**config.mk**
```make
export PLATFORM = sky130hd
export DESIGN_NAME = ifetch_xlate
export DESIGN_NICKNAME = d
export VERILOG_FILES = /design/src/rtl/ifetch_xlate_pkg.sv /design/src/rtl/ifetch_xlate_ctrl.sv /design/src/rtl/ifetch_xlate_dp.sv /design/src/rtl/ifetch_xlate.sv
export SDC_FILE = /design/constraint.sdc
export NUM_CORES = 1
export LEC_CHECK = 0
export ABC_AREA = 1
export BUFFER_PORTS_ARGS = -buffer_cell sky130_fd_sc_hd__buf_2
export CORE_AREA = 2 2 152 154
export CTS_CLUSTER_DIAMETER = 60
export DETAILED_ROUTE_END_ITERATION = 8
export DIE_AREA = 0 0 154 156
export SYNTH_ARGS = -nofsm -noshare
export SYNTH_HDL_FRONTEND = slang
export SYNTH_SLANG_ARGS = --single-unit
```
**constraint.sdc**
```tcl
create_clock -name clk -period 1.89 [get_ports clk]
set_clock_uncertainty 0.15 [all_clocks]
set_input_delay 0.189 -clock clk [delete_from_list [all_inputs] [get_ports clk]]
set_output_delay 0.189 -clock clk [all_outputs]
set_load 0.02 [all_outputs]
```
**src/rtl/ifetch_xlate_pkg.sv**
```systemverilog
package ifetch_xlate_pkg;

  typedef enum logic [1:0] {
    FLT_NONE = 2'd0,
    FLT_ACV  = 2'd1,
    FLT_MISS = 2'd2,
    FLT_MCHK = 2'd3
  } fault_e;

  localparam logic [1:0] MODE_KERNEL = 2'd0;

  // Strobes from control to datapath for one request
  typedef struct packed {
    logic   respond;
    logic   capture;
    logic   selPal;
    logic   selPhys;
    logic   selSuper;
    logic   selTable;
    fault_e code;
  } strobe_t;

endpackage

```
**src/rtl/ifetch_xlate_ctrl.sv**
```systemverilog
module ifetch_xlate_ctrl
  import ifetch_xlate_pkg::*;
#(
  parameter int MODE_W = 2
) (
  input  logic                  reqValid,
  input  logic                  reqPhys,
  input  logic [MODE_W-1:0]     curMode,
  input  logic                  vaPal,
  input  logic                  vaCanon,
  input  logic                  inSuperWin,
  input  logic                  physBad,
  input  logic                  luHit,
  input  logic [(1<<MODE_W)-1:0] luExecEn,
  output logic                  luValid,
  output strobe_t               st
);

  always_comb begin
    st      = '0;
    st.code = FLT_NONE;
    luValid = 1'b0;
    if (reqValid) begin
      st.respond = 1'b1;
      if (vaPal) begin
        st.selPal = 1'b1;
      end else if (reqPhys) begin
        if (physBad) st.code = FLT_MCHK;
        else         st.selPhys = 1'b1;
      end else if (!vaCanon) begin
        st.code    = FLT_ACV;
        st.capture = 1'b1;
      end else if (inSuperWin) begin
        if (curMode == MODE_W'(MODE_KERNEL)) begin
          st.selSuper = 1'b1;
        end else begin
          st.code    = FLT_ACV;
          st.capture = 1'b1;
        end
      end else begin
        luValid = 1'b1;
        if (!luHit) begin
          st.code    = FLT_MISS;
          st.capture = 1'b1;
        end else if (!luExecEn[curMode]) begin
          st.code    = FLT_ACV;
          st.capture = 1'b1;
        end else begin
          st.selTable = 1'b1;
        end
      end
    end
  end

endmodule

```
**src/rtl/ifetch_xlate_dp.sv**
```systemverilog
module ifetch_xlate_dp
  import ifetch_xlate_pkg::*;
#(
  parameter int VA_W       = 64,
  parameter int VA_IMPL_W  = 43,
  parameter int PA_IMPL_W  = 44,
  parameter int PAGE_SHIFT = 13,
  parameter int UC_LO      = 39,
  parameter int UC_HI      = 40,
  parameter int PTE_SHIFT  = 3,
  localparam int VPN_W     = VA_IMPL_W - PAGE_SHIFT,
  localparam int PFN_W     = PA_IMPL_W - PAGE_SHIFT
) (
  input  logic                 clk,
  input  logic                 rstN,
  input  logic [VA_W-1:0]      reqVa,
  input  logic [1:0]           spEnable,
  input  logic [VA_W-1:0]      ptBase,
  input  logic [PFN_W-1:0]     luPfn,
  input  strobe_t              st,
  output logic                 vaPal,
  output logic                 vaCanon,
  output logic                 inSuperWin,
  output logic                 physBad,
  output logic [VPN_W-1:0]     vaVpn,
  output logic                 respValid,
  output logic [PA_IMPL_W-1:0] respPa,
  output logic                 respUncached,
  output fault_e               respFault,
  output logic [VA_W-1:0]      faultTag,
  output logic [VA_W-1:0]      faultForm
);

  localparam int HI_W = VA_W - VA_IMPL_W + 1;
  localparam logic [PA_IMPL_W-1:0] LOW_MASK =
    PA_IMPL_W'((64'd1 << UC_HI) - 64'd1);
  localparam logic [PA_IMPL_W-1:0] EXT_MASK = ~LOW_MASK;

  logic [HI_W-1:0]      vaHigh;
  logic [PA_IMPL_W-1:0] vaLow;
  logic [PA_IMPL_W-1:0] superPa;
  logic [PA_IMPL_W-1:0] tablePa;
  logic [PA_IMPL_W-1:0] paNext;
  logic                 ucNext;
  logic [VA_W-1:0]      formNext;

  assign vaPal      = reqVa[0];
  assign vaHigh     = reqVa[VA_W-1:VA_IMPL_W-1];
  assign vaCanon    = (&vaHigh) | ~(|vaHigh);
  assign inSuperWin = spEnable[1] && (reqVa[VA_IMPL_W-1:VA_IMPL_W-2] == 2'b10);
  assign vaVpn      = reqVa[VA_IMPL_W-1:PAGE_SHIFT];
  assign vaLow      = reqVa[PA_IMPL_W-1:0];

  generate
    if (VA_W > PA_IMPL_W) begin : g_wide
      assign physBad = |reqVa[VA_W-1:PA_IMPL_W];
    end else begin : g_narrow
      assign physBad = 1'b0;
    end
  endgenerate

  // Superpage: extend by the uncached bits, else trim to the low window
  always_comb begin
    if (vaLow[UC_LO] || vaLow[UC_HI]) superPa = vaLow | EXT_MASK;
    else                              superPa = vaLow & LOW_MASK;
  end

  assign tablePa = {luPfn, reqVa[PAGE_SHIFT-1:2], 2'b00};

  always_comb begin
    if (st.selPal)        paNext = {vaLow[PA_IMPL_W-1:2], 2'b00};
    else if (st.selPhys)  paNext = vaLow;
    else if (st.selSuper) paNext = superPa;
    else if (st.selTable) paNext = tablePa;
    else                  paNext = '0;
  end

  assign ucNext   = !st.selPal && (paNext[UC_LO] || paNext[UC_HI]);
  assign formNext = ptBase | (VA_W'(vaVpn) << PTE_SHIFT);

  always_ff @(posedge clk) begin
    if (!rstN) begin
      respValid    <= 1'b0;
      respPa       <= '0;
      respUncached <= 1'b0;
      respFault    <= FLT_NONE;
    end else begin
      respValid <= st.respond;
      if (st.respond) begin
        respPa       <= paNext;
        respUncached <= ucNext;
        respFault    <= st.code;
      end
    end
  end

  always_ff @(posedge clk) begin
    if (!rstN) begin
      faultTag  <= '0;
      faultForm <= '0;
    end else if (st.capture) begin
      faultTag  <= reqVa;
      faultForm <= formNext;
    end
  end

endmodule

```
**src/rtl/ifetch_xlate.sv**
```systemverilog
module ifetch_xlate
  import ifetch_xlate_pkg::*;
#(
  parameter int VA_W       = 64,
  parameter int VA_IMPL_W  = 43,
  parameter int PA_IMPL_W  = 44,
  parameter int PAGE_SHIFT = 13,
  parameter int MODE_W     = 2,
  parameter int ASN_W      = 8,
  localparam int VPN_W     = VA_IMPL_W - PAGE_SHIFT,
  localparam int PFN_W     = PA_IMPL_W - PAGE_SHIFT,
  localparam int EN_W      = 1 << MODE_W
) (
  input  logic                 clk,
  input  logic                 rstN,
  input  logic                 reqValid,
  input  logic [VA_W-1:0]      reqVa,
  input  logic                 reqPhys,
  input  logic [MODE_W-1:0]    curMode,
  input  logic [1:0]           spEnable,
  input  logic [ASN_W-1:0]     curAsn,
  input  logic [VA_W-1:0]      ptBase,
  output logic                 luValid,
  output logic [VPN_W-1:0]     luVpn,
  output logic [ASN_W-1:0]     luAsn,
  input  logic                 luHit,
  input  logic [PFN_W-1:0]     luPfn,
  input  logic [EN_W-1:0]      luExecEn,
  output logic                 respValid,
  output logic [PA_IMPL_W-1:0] respPa,
  output logic                 respUncached,
  output logic [1:0]           respFault,
  output logic [VA_W-1:0]      faultTag,
  output logic [VA_W-1:0]      faultForm
);

  strobe_t st;
  fault_e  faultQ;
  logic    vaPal, vaCanon, inSuperWin, physBad;

  assign luAsn     = curAsn;
  assign respFault = faultQ;

  ifetch_xlate_ctrl #(.MODE_W(MODE_W)) u_ctrl (
    .reqValid   (reqValid),
    .reqPhys    (reqPhys),
    .curMode    (curMode),
    .vaPal      (vaPal),
    .vaCanon    (vaCanon),
    .inSuperWin (inSuperWin),
    .physBad    (physBad),
    .luHit      (luHit),
    .luExecEn   (luExecEn),
    .luValid    (luValid),
    .st         (st)
  );

  ifetch_xlate_dp #(
    .VA_W(VA_W), .VA_IMPL_W(VA_IMPL_W), .PA_IMPL_W(PA_IMPL_W),
    .PAGE_SHIFT(PAGE_SHIFT)
  ) u_dp (
    .clk          (clk),
    .rstN         (rstN),
    .reqVa        (reqVa),
    .spEnable     (spEnable),
    .ptBase       (ptBase),
    .luPfn        (luPfn),
    .st           (st),
    .vaPal        (vaPal),
    .vaCanon      (vaCanon),
    .inSuperWin   (inSuperWin),
    .physBad      (physBad),
    .vaVpn        (luVpn),
    .respValid    (respValid),
    .respPa       (respPa),
    .respUncached (respUncached),
    .respFault    (faultQ),
    .faultTag     (faultTag),
    .faultForm    (faultForm)
  );

endmodule

```
After elaboration in Yosys (flattened, before gate mapping). Index checks and enable logic that the tools add are counted.

Flip-flop bits (word level): 176. Input port bits: 180. Output and inout bits: 215. Logic and storage cells: 58.

$lt $le $gt $ge: 1. Equal/unequal tests: 1. Multiplexer cells: 38. Bitwise operators: 3. Reductions and logical operators: 9.

Operator list (count): 44-bit two-way mux (5); 64-bit by 33-bit OR with 64-bit output (1); 1-bit two-way mux (23); 22-bit AND reduction (1); 22-bit OR reduction (1); 20-bit OR reduction (1); 2-bit two-way mux (7); 8-bit two-way mux (1); 5-bit two-way mux (1); 2-bit by 3-bit less-than comparator with 1-bit output (second input constant) (1); 1-bit binary-select mux with 2-bit select (1); 2-bit == test (second input constant) (1); 1-bit logical AND (2); 2-bit zero test (1); 1-bit logical OR (2); 1-bit zero test (1); 1-bit NOT (1); 1-bit OR (1).

Logic depth before layout (Yosys ltp). Gate-level depths: netlist (run 1).

Depth after elaboration: 15. Depth in mapped cells: 13.

By module. From an unflattened synthesis (run 1), not the netlist that was laid out.

Cells, all modules: 979. Area total of the unflattened synthesis: 7303.3 sq um.

By module, submodules not included: ifetch_xlate_dp (times used 1, cells an instance 932, area an instance 7065.5 sq um, sequential area each 3523.4 sq um); ifetch_xlate_ctrl (times used 1, cells an instance 39, area an instance 177.7 sq um, sequential area each 0.0 sq um); ifetch_xlate (times used 1, cells an instance 8, area an instance 60.1 sq um, sequential area each 0.0 sq um).

Worst setup path after synthesis (run 1). No wires, ideal clock.

Kind: input port to flip-flop. Start: in reqValid. End: reg u_dp.respPa[18]. Library setup time: 0.114 ns. Data arrival time: 1.381 ns. Slack: 0.245 ns. Cell stages on the path: 11. Path through: buf_2 > inv_2 > nor2_2 > inv_2 > nor2_1 > nor2_4 > nand2_2 > buf_4 > or2_2 > nand3_1 > nand2_1.

Word-level cells in the longest chain between the ends: 5.

Ends and longest elaborated chain: start: declaration (line ifetch_xlate.sv:16) `input logic reqValid,`; 8-bit two-way mux * (line ifetch_xlate_ctrl.sv:23) `if (reqValid) begin`; 44-bit two-way mux (line ifetch_xlate_dp.sv:74) `else if (st.selTable) paNext = tablePa;`; 44-bit two-way mux (line ifetch_xlate_dp.sv:73) `else if (st.selSuper) paNext = superPa;`; 44-bit two-way mux (line ifetch_xlate_dp.sv:72) `else if (st.selPhys) paNext = vaLow;`; 44-bit two-way mux (line ifetch_xlate_dp.sv:71) `if (st.selPal) paNext = {vaLow[PA_IMPL_W-1:2], 2'b00};`; end signal: assignment (line ifetch_xlate_dp.sv:90) `respPa <= paNext;`; end: declaration (line ifetch_xlate_dp.sv:27) `output logic [PA_IMPL_W-1:0] respPa,`.

Every way passes the cells marked *; elsewhere a longest branch is shown, timed or not. A chain may end at the register's enable or synchronous reset.

Worst setup path after layout (run 1).
Start: in reqVa[42]. End: reg u_dp.faultForm[26].

Word-level cells in the longest chain between the ends: 7.

Ends and longest elaborated chain: start: declaration (line ifetch_xlate.sv:17) `input logic [VA_W-1:0] reqVa,`; 22-bit OR reduction or 2-bit == test (tied branches) (line ifetch_xlate_dp.sv:49, ifetch_xlate_dp.sv:50); 1-bit NOT or 1-bit logical AND (tied branches) (line ifetch_xlate_dp.sv:49, ifetch_xlate_dp.sv:50); 1-bit OR or 1-bit two-way mux (tied branches) (line ifetch_xlate_dp.sv:49, ifetch_xlate_ctrl.sv:33); 1-bit two-way mux * (line ifetch_xlate_ctrl.sv:30) `end else if (!vaCanon) begin`; 1-bit two-way mux * (line ifetch_xlate_ctrl.sv:27) `end else if (reqPhys) begin`; 1-bit two-way mux * (line ifetch_xlate_ctrl.sv:25) `if (vaPal) begin`; 8-bit two-way mux * (line ifetch_xlate_ctrl.sv:23); end signal: assignment (line ifetch_xlate_dp.sv:103) `faultForm <= formNext;`; end: declaration (line ifetch_xlate_dp.sv:31) `output logic [VA_W-1:0] faultForm`.

Marks and branches as above.

==> results_dict.tcl, run 1 <==
set metrics [dict create \
    final_cell_mix "buf_2, nor2_1, dfxtp_1, nand2_1, dlygate4sd3_1" \
    die_height_um 156 \
    switching_share_pct 29.22 \
    max_freq_ghz 0.5643 \
    vias_per_cell 4.608 \
    ys_ff_latch 176 \
    yosysWarnings 0 \
    die_w_um 154 \
    io_pins 395 \
    p_per_area_nw_per_um2 776.3 \
    startpoint_type "input port" \
    clk_path_buf_depth 2 \
    first_pass_iters 5 \
    ys_seq_area_share_pct 47.80 \
    track_usage_pct 22.52 \
    slowest_delay_ns 0.57 \
    postRouteWirelength_mm 27.96 \
    first_iter_violations 462 \
    antenna_left 0 \
    fin_crit_sh_pct 93.76 \
    root_buffer "clkbuf_16" \
    rows 55 \
    nets 1696 \
    netlist_instances 996 \
    place_congestion 0.7950 \
    grt_pass1_wl_mm 42.74 \
    ys_types 30 \
    drv_slew 0 \
    cts_buffers 17 \
    synthToLayoutAreaGrowth_pct 60.28 \
    p_int_mw 6.491 \
    outcome "complete, no violations" \
    gr-total-overflow 0 \
    arrival_ns 1.93 \
    dieArea_um2 24020 \
    seqPwrFrac_pct 43.3 \
    h-tree-depth 4 \
    clk_latency_ns 0.42 \
    post-route-util_pct 52.82 \
    cts_tree "built" \
    p_leak_nw 5.912 \
    layout_commonest_cell "buf_2" \
    min_period_ns 1.772 \
    core_um2 22370 \
    clkPwrFrac_pct 38.7 \
    final.setup.tns_ns 0 \
    cts.sinks 176 \
    worstSetupPathType "in2reg" \
    peakVddDrop_mv 0.6182 \
    p_comb_share_pct 18.0 \
    grt_pass1_vias 8138 \
    worst_slew_pin_slew_ns 0.9152 \
    synth_fp_nets 1176 \
    layout-drive-gt1-share_pct 34.01 \
    relSlewSlack_pct 38.84 \
    start_util_pct 32.96 \
    worst_hold_path_type "in2reg" \
    wl_per_cell_um 15.40 \
    setup-violations-final 0 \
    rsz0062_at_grt "no" \
    avgSynthCellArea_um2 7.400 \
    p_switching_mw 2.680 \
    path_clk_slew_ns 0.07 \
    vias 8369 \
    portBuffers 377 \
    cpMostUsedCell "nor2_1" \
    cp_slowest_cell "dlygate4sd3_1" \
    required_ns 2.05 \
    worstSetupEndpointType "flop" \
    syn-cell-area_um2 7371 \
    antenna_found_initial 2 \
    grt_max_degree 154 \
    max_cap_violations 0 \
    cp_num_buf_inv 4 \
    drc_errors 0 \
    crit_chain "buf_2 -> nand2_1 -> nor2_2 -> buf_4 -> nor2_1 -> o21ai_2 -> nand2_4 -> buf_12 -> nor3_1 -> dlygate4sd3_1 -> nor2_1" \
    crit_family "buffers and inverters" \
    place.detailed.hpwl_mm 19.10 \
    hold_viol 0 \
    fill_cells 2153 \
    worstPathMaxFanout 11 \
]
## path summary, 6_finish.rpt
check | startpoint | end | slack [ns] | cells after the start
max | reqVa[42] | u_dp.faultForm[26] | 0.12 | 11
min | luPfn[26] | u_dp.respPa[39] | 0.02 | 5
max reg2reg | u_dp.respPa[19] | u_dp.respPa[19] | 1.04 | 4
min reg2reg | u_dp.respPa[0] | u_dp.respPa[0] | 0.28 | 2
## metal layers
metal / global-route usage [%] / part of all wire [%] / vias to the layer above
met3: 6.278 / 7.0 / 63
met5: 0 / 0 / -
met4: 10.01 / 4.0 / 0
li1: - / - / 4185
met1: 26.26 / 41 / 3797
met2: 38.69 / 48 / 324
## power by group through the flow
stage	Clock [mW]	Sequential, mW	Combinational [mW]
floorplan	0	4.28	0.570
global placement	0	4.05	1.38
detailed placement	0	4.06	1.39
CTS	3.65	3.97	1.64
global route	3.80	4.00	1.80
finish	3.54	3.97	1.65
## worst reg2reg max path: stages (launching register included)
cell     delay, ns
dfxtp_1       0.32
nand2_1       0.06
nand4_1       0.09
nand2_1       0.07
inv_1         0.05
## final cells by class
class	count	area, um2	share of cell area (%)
Tap cell	285	356.6	3.018
Clock inverter	14	143.9	1.218
Clock buffer	18	429.2	3.633
Timing Repair Buffer	598	4119	34.87
Sequential cell	176	3523	29.82
Inverter	40	152.6	1.292
Multi-Input combinational cell	683	3084	26.11
Antenna cell	2	5.005	0.04236
## cell usage after synthesis, drive strengths merged
master / instances / share of area, %
nand4: 14 / 1.2
nand3: 42 / 3.0
nand2: 165 / 8.6
or2: 18 / 1.5
dfxtp: 176 / 48
nor2: 258 / 14
inv: 40 / 2.0
nor3: 31 / 3.2
buf: 75 / 7.4
clkbuf: 22 / 1.1
o21ai: 132 / 9.0
nand3b: 1 / 0.10
a21oi: 22 / 1.5
## state kept, by name (all words and copies together), names as in the netlist
register and cells:
u_dp.respValid 1, u_dp.respUncached 1, u_dp.faultForm 64, u_dp.respFault 2, u_dp.faultTag 64, u_dp.respPa 44
## cells by family after synthesis
logic type      after synthesis  share of synthesized area (%)
compound gates              154                          10.51
buf+inv                     137                          10.56
flops                       176                          47.80
simple gates                529                          31.13
## per-stage QoR
stage	hold slack (ns)	instances	instance area, um2	power [mW]	setup WS (ns)
floorplan	0.1693	996	7371	4.850	0.2453
global placement	0.2281	1622	9624	5.430	-0.08999
detailed placement	0.2281	1622	9624	5.444	-0.1172
CTS	0.002458	1810	11760	9.262	0.09444
global route	0.02832	1815	11810	9.591	0.005483
finish	0.02232	1816	11810	9.170	0.1179
## timing repair
action                     in CTS  in global routing
setup buffers                   0                  3
resized for setup               0                  1
hold endpoints to repair      164                  0
setup endpoints to repair       0                  2
hold buffers                  156                  0
(Power assumes the default switching activity.)
==> run 2, diff against run 1 <==
--- a/config.mk
+++ b/config.mk
@@ -7,10 +7,10 @@
 export LEC_CHECK = 0
 export ABC_AREA = 1
 export BUFFER_PORTS_ARGS = -buffer_cell sky130_fd_sc_hd__buf_2
-export CORE_AREA = 2 2 152 154
+export CORE_AREA = 2 2 154 156
 export CTS_CLUSTER_DIAMETER = 60
 export DETAILED_ROUTE_END_ITERATION = 8
-export DIE_AREA = 0 0 154 156
+export DIE_AREA = 0 0 156 158
 export SYNTH_ARGS = -nofsm -noshare
 export SYNTH_HDL_FRONTEND = slang
 export SYNTH_SLANG_ARGS = --single-unit
==> constraint.sdc (replaced) <==
create_clock -name clk -period 1.43 [get_ports clk]
set_clock_uncertainty 0.15 [all_clocks]
set_input_delay 0.143 -clock clk [delete_from_list [all_inputs] [get_ports clk]]
set_output_delay 0.143 -clock clk [all_outputs]
set_load 0.02 [all_outputs]
==> run 2 against run 1 <==
  * Utilization increased by 5.4 points
  * Count of clock-buffer cells in the layout shrank 1
  * Via count increased by 7.6%
  * Non-clock buffer count up 57
  * The flow now finishes with violations (setup timing)
  * Combinational power grew 59%
  * Die area increased by 2.6%
  * Critical path depth is 4 higher
  * Final area up 14%
==> results_dict.tcl, run 2 (synthesized netlist as in run 1, its figures left out) <==
set metrics [dict create \
    p_switching_mw 3.862 \
    highest-signal-layer "met5" \
    p_per_area_nw_per_um2 962.3 \
    place.detailed.hpwl_mm 19.30 \
    first_iter_violations 560 \
    arrival_ns 1.77 \
    root_buffer "clkbuf_16" \
    synthToLayoutAreaGrowth_pct 81.94 \
    hold_viol 0 \
    worstSetupPathType "in2reg" \
    setup-violations-final 169 \
    max_freq_ghz 0.6328 \
    vias 9002 \
    startpoint_type "input port" \
    max_cap_violations 0 \
    h-tree-depth 4 \
    hold_depth 4 \
    min_period_ns 1.580 \
    wl_met1_mm 13.49 \
    cp_slowest_cell "clkbuf_16" \
    track_usage_pct 22.32 \
    min_to "u_dp.faultForm[34]" \
    start_util_pct 31.97 \
    rows 56 \
    top_regs "u_dp.faultForm: 64 flops, u_dp.faultTag: 64 flops, u_dp.respPa: 44 flops" \
    antenna_found_initial 1 \
    fill_cells 2055 \
    cts_buffers 17 \
    cts_tree "built" \
    die_w_um 156 \
    fin_crit_sh_pct 110.5 \
    r2r-end "u_dp.respPa[19]" \
    final.setup.tns_ns -12.43 \
    seqPwrFrac_pct 40.9 \
    place_area_um2 9731 \
    layout_commonest_cell "buf_2" \
    post-route-util_pct 58.17 \
    relSlewSlack_pct 75.95 \
    dpl.cell_count 1628 \
    rsz0062_at_grt "yes" \
    drc_errors 0 \
    final_cells 1880 \
    route.met3.wl_mm 2.551 \
    insertedDiodeCount 0 \
    clk_path_buf_depth 2 \
    layout-drive-gt1-share_pct 43.14 \
    drv_slew 0 \
    whs_ns 0.01514 \
    die_height_um 158 \
    dieArea_um2 24650 \
    p_leak_nw 6.553 \
    core_um2 23050 \
    cpMostUsedCell "buf_4" \
    clkPwrFrac_pct 38.8 \
    portBuffers 377 \
    violations "setup timing" \
    timing.rr.start "u_dp.respPa[19]" \
    vias_per_cell 4.788 \
    min_from "ptBase[34]" \
    wl_per_cell_um 17.85 \
    worst_slew_pin_slew_ns 0.3607 \
    p_int_mw 9.043 \
    p_comb_share_pct 20.3 \
    cts.sinks 176 \
    grt_max_degree 69 \
    fin_ws_ns -0.1503 \
    worstPathMaxFanout 8 \
    grt_pass1_wl_mm 43.27 \
    clk_latency_ns 0.43 \
    required_ns 1.62 \
    grt_pass1_vias 8283 \
    gr-total-overflow 0 \
    crit_chain "buf_4 -> buf_4 -> nand4_1 -> nor2_2 -> nand2_2 -> buf_4 -> nand2_4 -> buf_6 -> buf_4 -> buf_6 -> nand3_4 -> nand3_4 -> clkbuf_16 -> nand3_1 -> nand2_1" \
    worst_hold_path_type "in2reg" \
    worst_r2r_path_depth 4 \
    outcome "finished with violations" \
    io_pins 395 \
    rrSetupSlack_ns 0.57 \
    slowest_delay_ns 0.23 \
    postRouteWirelength_mm 33.57 \
    place_congestion 0.8845 \
    wl_met2_mm 16.39 \
    nets 1757 \
    final_cell_mix "buf_2, nor2_1, dfxtp_1, dlygate4sd3_1, nand2_1" \
    final_area_um2 13410 \
    path_clk_slew_ns 0.08 \
    worstSetupEndpointType "flop" \
    first_pass_iters 5 \
    switching_share_pct 29.93 \
    antenna_left 0 \
    peakVddDrop_mv 0.7908 \
]
run 2: per-layer routing:
layer / vias up / track usage (%)
met2: 451 / 38.94
li1: 4326 / -
met4: 2 / 9.873
met5: - / 0
met3: 72 / 5.913
met1: 4151 / 25.75
run 2: critical path, delay by kind of cell:
| kind | cells | cell delay (ns) |
|---|---|---|
| buf+inv | 7 | 0.96 |
| simple gates | 8 | 0.65 |
run 2: repair_timing:
action                                  4_1_cts  5_1_grt
gates cloned                                  0       37
endpoints found under the setup margin        2      174
buffers inserted                              4       22
endpoints found under the hold margin       170        1
pin swaps                                     6       52
hold buffers                                157        1
resized for setup                            13      172
run 2: worst max path at each step:
stage	slack (ns)	from	end
6_report	-0.15	reqVa[58]	u_dp.respPa[29]
2_1_floorplan	-0.10	reqVa[51]	u_dp.faultForm[42]
4_1_cts	-0.14	reqVa[56]	luValid
5_1_grt	-0.24	reqVa[58]	u_dp.respPa[34]
3_5_place_dp	-0.47	reqVa[54]	u_dp.respPa[21]
3_3_place_gp	-0.41	reqVa[42]	u_dp.respPa[31]
run 2: layout make-up:
| cell class | instances | area [um2] | area share, % |
|---|---|---|---|
| inverters | 40 | 167.7 | 1.250 |
| well taps | 290 | 362.8 | 2.706 |
| repair buffers | 655 | 5184 | 38.65 |
| multi-input cells | 684 | 3525 | 26.28 |
| clock inverters | 15 | 193.9 | 1.446 |
| flip-flops and latches | 176 | 3523 | 26.27 |
| repair inverters | 3 | 28.78 | 0.2146 |
| clock buffers | 17 | 425.4 | 3.172 |
run 2: power groups by stage:
stage | Sequential (mW) | Combinational (mW) | Clock (mW)
after detailed placement | 5.36 | 1.87 | 0
after floorplan | 5.66 | 0.782 | 0
after CTS | 5.25 | 2.22 | 5.12
after global routing | 5.30 | 2.80 | 5.33
final | 5.27 | 2.62 | 5.01
after global placement | 5.36 | 1.87 | 0
run 2: through the flow:
step / power (mW) / setup slack, ns
5_1_grt: 13.43 / -0.2447
4_1_cts: 12.59 / -0.1433
2_1_floorplan: 6.439 / -0.1004
6_report: 12.90 / -0.1503
3_5_place_dp: 7.238 / -0.4675
3_3_place_gp: 7.228 / -0.4134
==> run 3, diff against run 2 <==
--- a/config.mk
+++ b/config.mk
@@ -13,4 +13,5 @@
 export DIE_AREA = 0 0 156 158
 export SYNTH_ARGS = -nofsm -noshare
 export SYNTH_HDL_FRONTEND = slang
+export SYNTH_HIERARCHICAL = 1
 export SYNTH_SLANG_ARGS = --single-unit
==> run 3 against run 2 <==
  * The run still ends with setup timing left
  * Register-to-register slack better by 0.03 ns
  * Routed wire length is 13% lower
  * Clock power about the same
  * First-iteration DRC count shrank 27%
  * Final area shrank 4.1%
  * Synthesized area down 0.92%
  * Utilization shrank 2.4 points
  * Sequential cell count is the same
  * Worst setup slack lost 0.44 ns
  * Via count fell by 5.7%
  * Combinational power shrank 7%
==> results_dict.tcl, run 3 <==
set metrics [dict create \
    outcome "finished with violations" \
    violations "setup timing" \
    grt_pass1_wl_mm 42.44 \
    synthArstFlopShare_pct 0 \
    avgSynthCellArea_um2 7.460 \
    start_util_pct 31.68 \
    layout_commonest_cell "buf_2" \
    place_ws_ns -0.9867 \
    portBuffers 377 \
    slowest_delay_ns 0.22 \
    die_w_um 156 \
    arrival_ns 2.25 \
    peakVddDrop_mv 0.7601 \
    antenna_found_initial 1 \
    yosys-top-cells-area "dfxtp_1, nor2_1, o21ai_0" \
    gr-total-overflow 0 \
    netlist_top_cells_count "nor2_1, dfxtp_1, o21ai_0, nand2_1, inv_1" \
    postRouteWirelength_mm 29.23 \
    core_um2 23050 \
    grt_pass1_vias 8250 \
    startpoint_type "input port" \
    min_period_ns 2.021 \
    synth_ff_type "dfxtp_1" \
    netlist_instances 979 \
    place_area_um2 10050 \
    worst_slew_pin_slew_ns 0.3568 \
    ys_types 31 \
    seqCellArea_um2 3523 \
    rrSetupSlack_ns 0.60 \
    max_cap_violations 0 \
    final_cell_mix "buf_2, nor2_1, dfxtp_1, dlygate4sd3_1, o21ai_1" \
    post-route-util_pct 55.79 \
    nets 1711 \
    place_congestion 0.8241 \
    track_usage_pct 21.89 \
    wl_per_cell_um 15.93 \
    crit_chain "buf_2 -> nor2_1 -> nand2_2 -> nor3_4 -> nand3_4 -> o21ai_2 -> inv_2 -> nor2_4 -> nand4_1 -> nor2_2 -> inv_2 -> nor3_4 -> buf_6 -> clkbuf_16 -> nand2_4 -> o21ai_1 -> o21ai_1 -> inv_1" \
    path_clk_slew_ns 0.07 \
    cp_slowest_cell "nor3_4" \
    first_pass_iters 5 \
    p_per_area_nw_per_um2 993.0 \
    worstSetupPathType "in2reg" \
    rsz0062_at_grt "yes" \
    synth_top_area_share_pct 48.24 \
    yosys.cell_count.top_type "nor2_1" \
    max_freq_ghz 0.4947 \
    io_pins 395 \
    drv_slew 0 \
    fill_cells 2093 \
    synthToLayoutAreaGrowth_pct 76.10 \
    vias 8491 \
    h-tree-depth 4 \
    worst_hold_path_type "in2reg" \
    hold_viol 0 \
    place.detailed.hpwl_mm 18.71 \
    cts_tree "built" \
    yosysTopAreaCell "dfxtp_1" \
    cts.sinks 176 \
    p_leak_nw 6.371 \
    grt_max_degree 73 \
    final_cells 1835 \
    antenna_left 0 \
    dieArea_um2 24650 \
    clk_latency_ns 0.43 \
    dpl.cell_count 1626 \
    cts_buffers 17 \
    ys_ff_latch 176 \
    required_ns 1.65 \
    syn-cell-area_um2 7303 \
    relSlewSlack_pct 76.21 \
    worstPathMaxFanout 6 \
    fin_crit_sh_pct 141.3 \
    top_regs "u_dp/faultForm: 64 flops, u_dp/faultTag: 64 flops, u_dp/respPa: 44 flops" \
    rows 56 \
    root_buffer "clkbuf_16" \
    yosysWarnings 6 \
    final_area_um2 12860 \
    drc_errors 0 \
    vias_per_cell 4.627 \
    worstSetupEndpointType "flop" \
    ys_seq_area_share_pct 48.24 \
    die_height_um 158 \
    synth_edf_count 0 \
    multi_input_area_um2 3436 \
    clk_path_buf_depth 2 \
    first_iter_violations 410 \
    fin_ws_ns -0.5913 \
    setup-violations-final 175 \
    synth_fp_nets 1159 \
    layout-drive-gt1-share_pct 41.26 \
]
run 3: cell types whose count changed after synthesis, moves of 6 or more:
cell / delta
o21ai_0: +28
inv_1: +33
nor3_1: +20
nand3_1: -33
buf_2: -7
nor2_1: +9
nand2_1: -77
nand4_1: -9
clkbuf_1: +6
or2_2: -10
a211oi_1: +27
nor3_2: -14
o21ai_2: +8
run 3: final timing paths:
kind | from | end | cells past startpoint
min reg2reg | u_dp/respUncached | u_dp/respUncached | 2
min | reqPhys | u_dp/respFault[1] | 5
max | reqVa[52] | u_dp/respPa[30] | 18
max reg2reg | u_dp/respPa[21] | u_dp/respPa[21] | 4
run 3: repair_timing:
action                                 4_1_cts  5_1_grt
hold buffers                               158        1
buffers inserted                             8        5
endpoints found under the hold margin      171        1
setup endpoints to repair                  175      176
pin swaps                                   17       24
cloned                                       1        8
gates resized for setup                     49       90
run 3: metal layers:
metal | vias to the layer above | track usage [%] | wire length [um]
met2 | 326 | 38.54 | 14480
met3 | 59 | 5.338 | 1901
li1 | 4230 | - | -
met4 | 0 | 9.480 | 952
met1 | 3876 | 25.34 | 11900
met5 | - | 0 | 0
run 3: cells by family after synthesis:
family / Yosys count / synth area share (%)
and+or+nand+nor: 401 / 22.13
buffers and inverters: 175 / 12.57
DFF: 176 / 48.24
AOI/OAI and AO/OA: 227 / 17.05
run 3: area by class of cell:
class | count | area share (%)
diodes | 1 | 0.01946
clock buffers | 17 | 3.308
clock inverters | 15 | 1.702
inverters | 75 | 2.510
multi-input cells | 628 | 26.71
flip-flops and latches | 176 | 27.40
well taps | 290 | 2.821
repair buffers | 631 | 35.31
repair inverters | 2 | 0.2140
run 3: where the power goes:
part | total (mW) | internal (mW) | switching (mW) | leakage (nW)
clock network | 5.03 | 2.71 | 2.32 | 0.312
registers | 5.30 | 5.16 | 0.146 | 1.44
logic | 2.43 | 1.11 | 1.33 | 4.62
run 3: critical path, delay by kind of cell:
family,cells,cell delay [ns]
AO/OA/AOI/OAI,3,0.30
buffers and inverters,6,0.59
AND/OR/NAND/NOR,9,1.19
run 3: per-stage QoR:
step	setup TNS [ns]	power, mW	hold slack [ns]
floorplan	-85.35	6.602	0.1095
CTS	-73.74	12.81	-0.2307
detailed placement	-156.11	7.368	0.1361
global route	-96.66	13.34	0.04673
global placement	-152.27	7.347	0.1361
finish	-77.75	12.77	0.03211
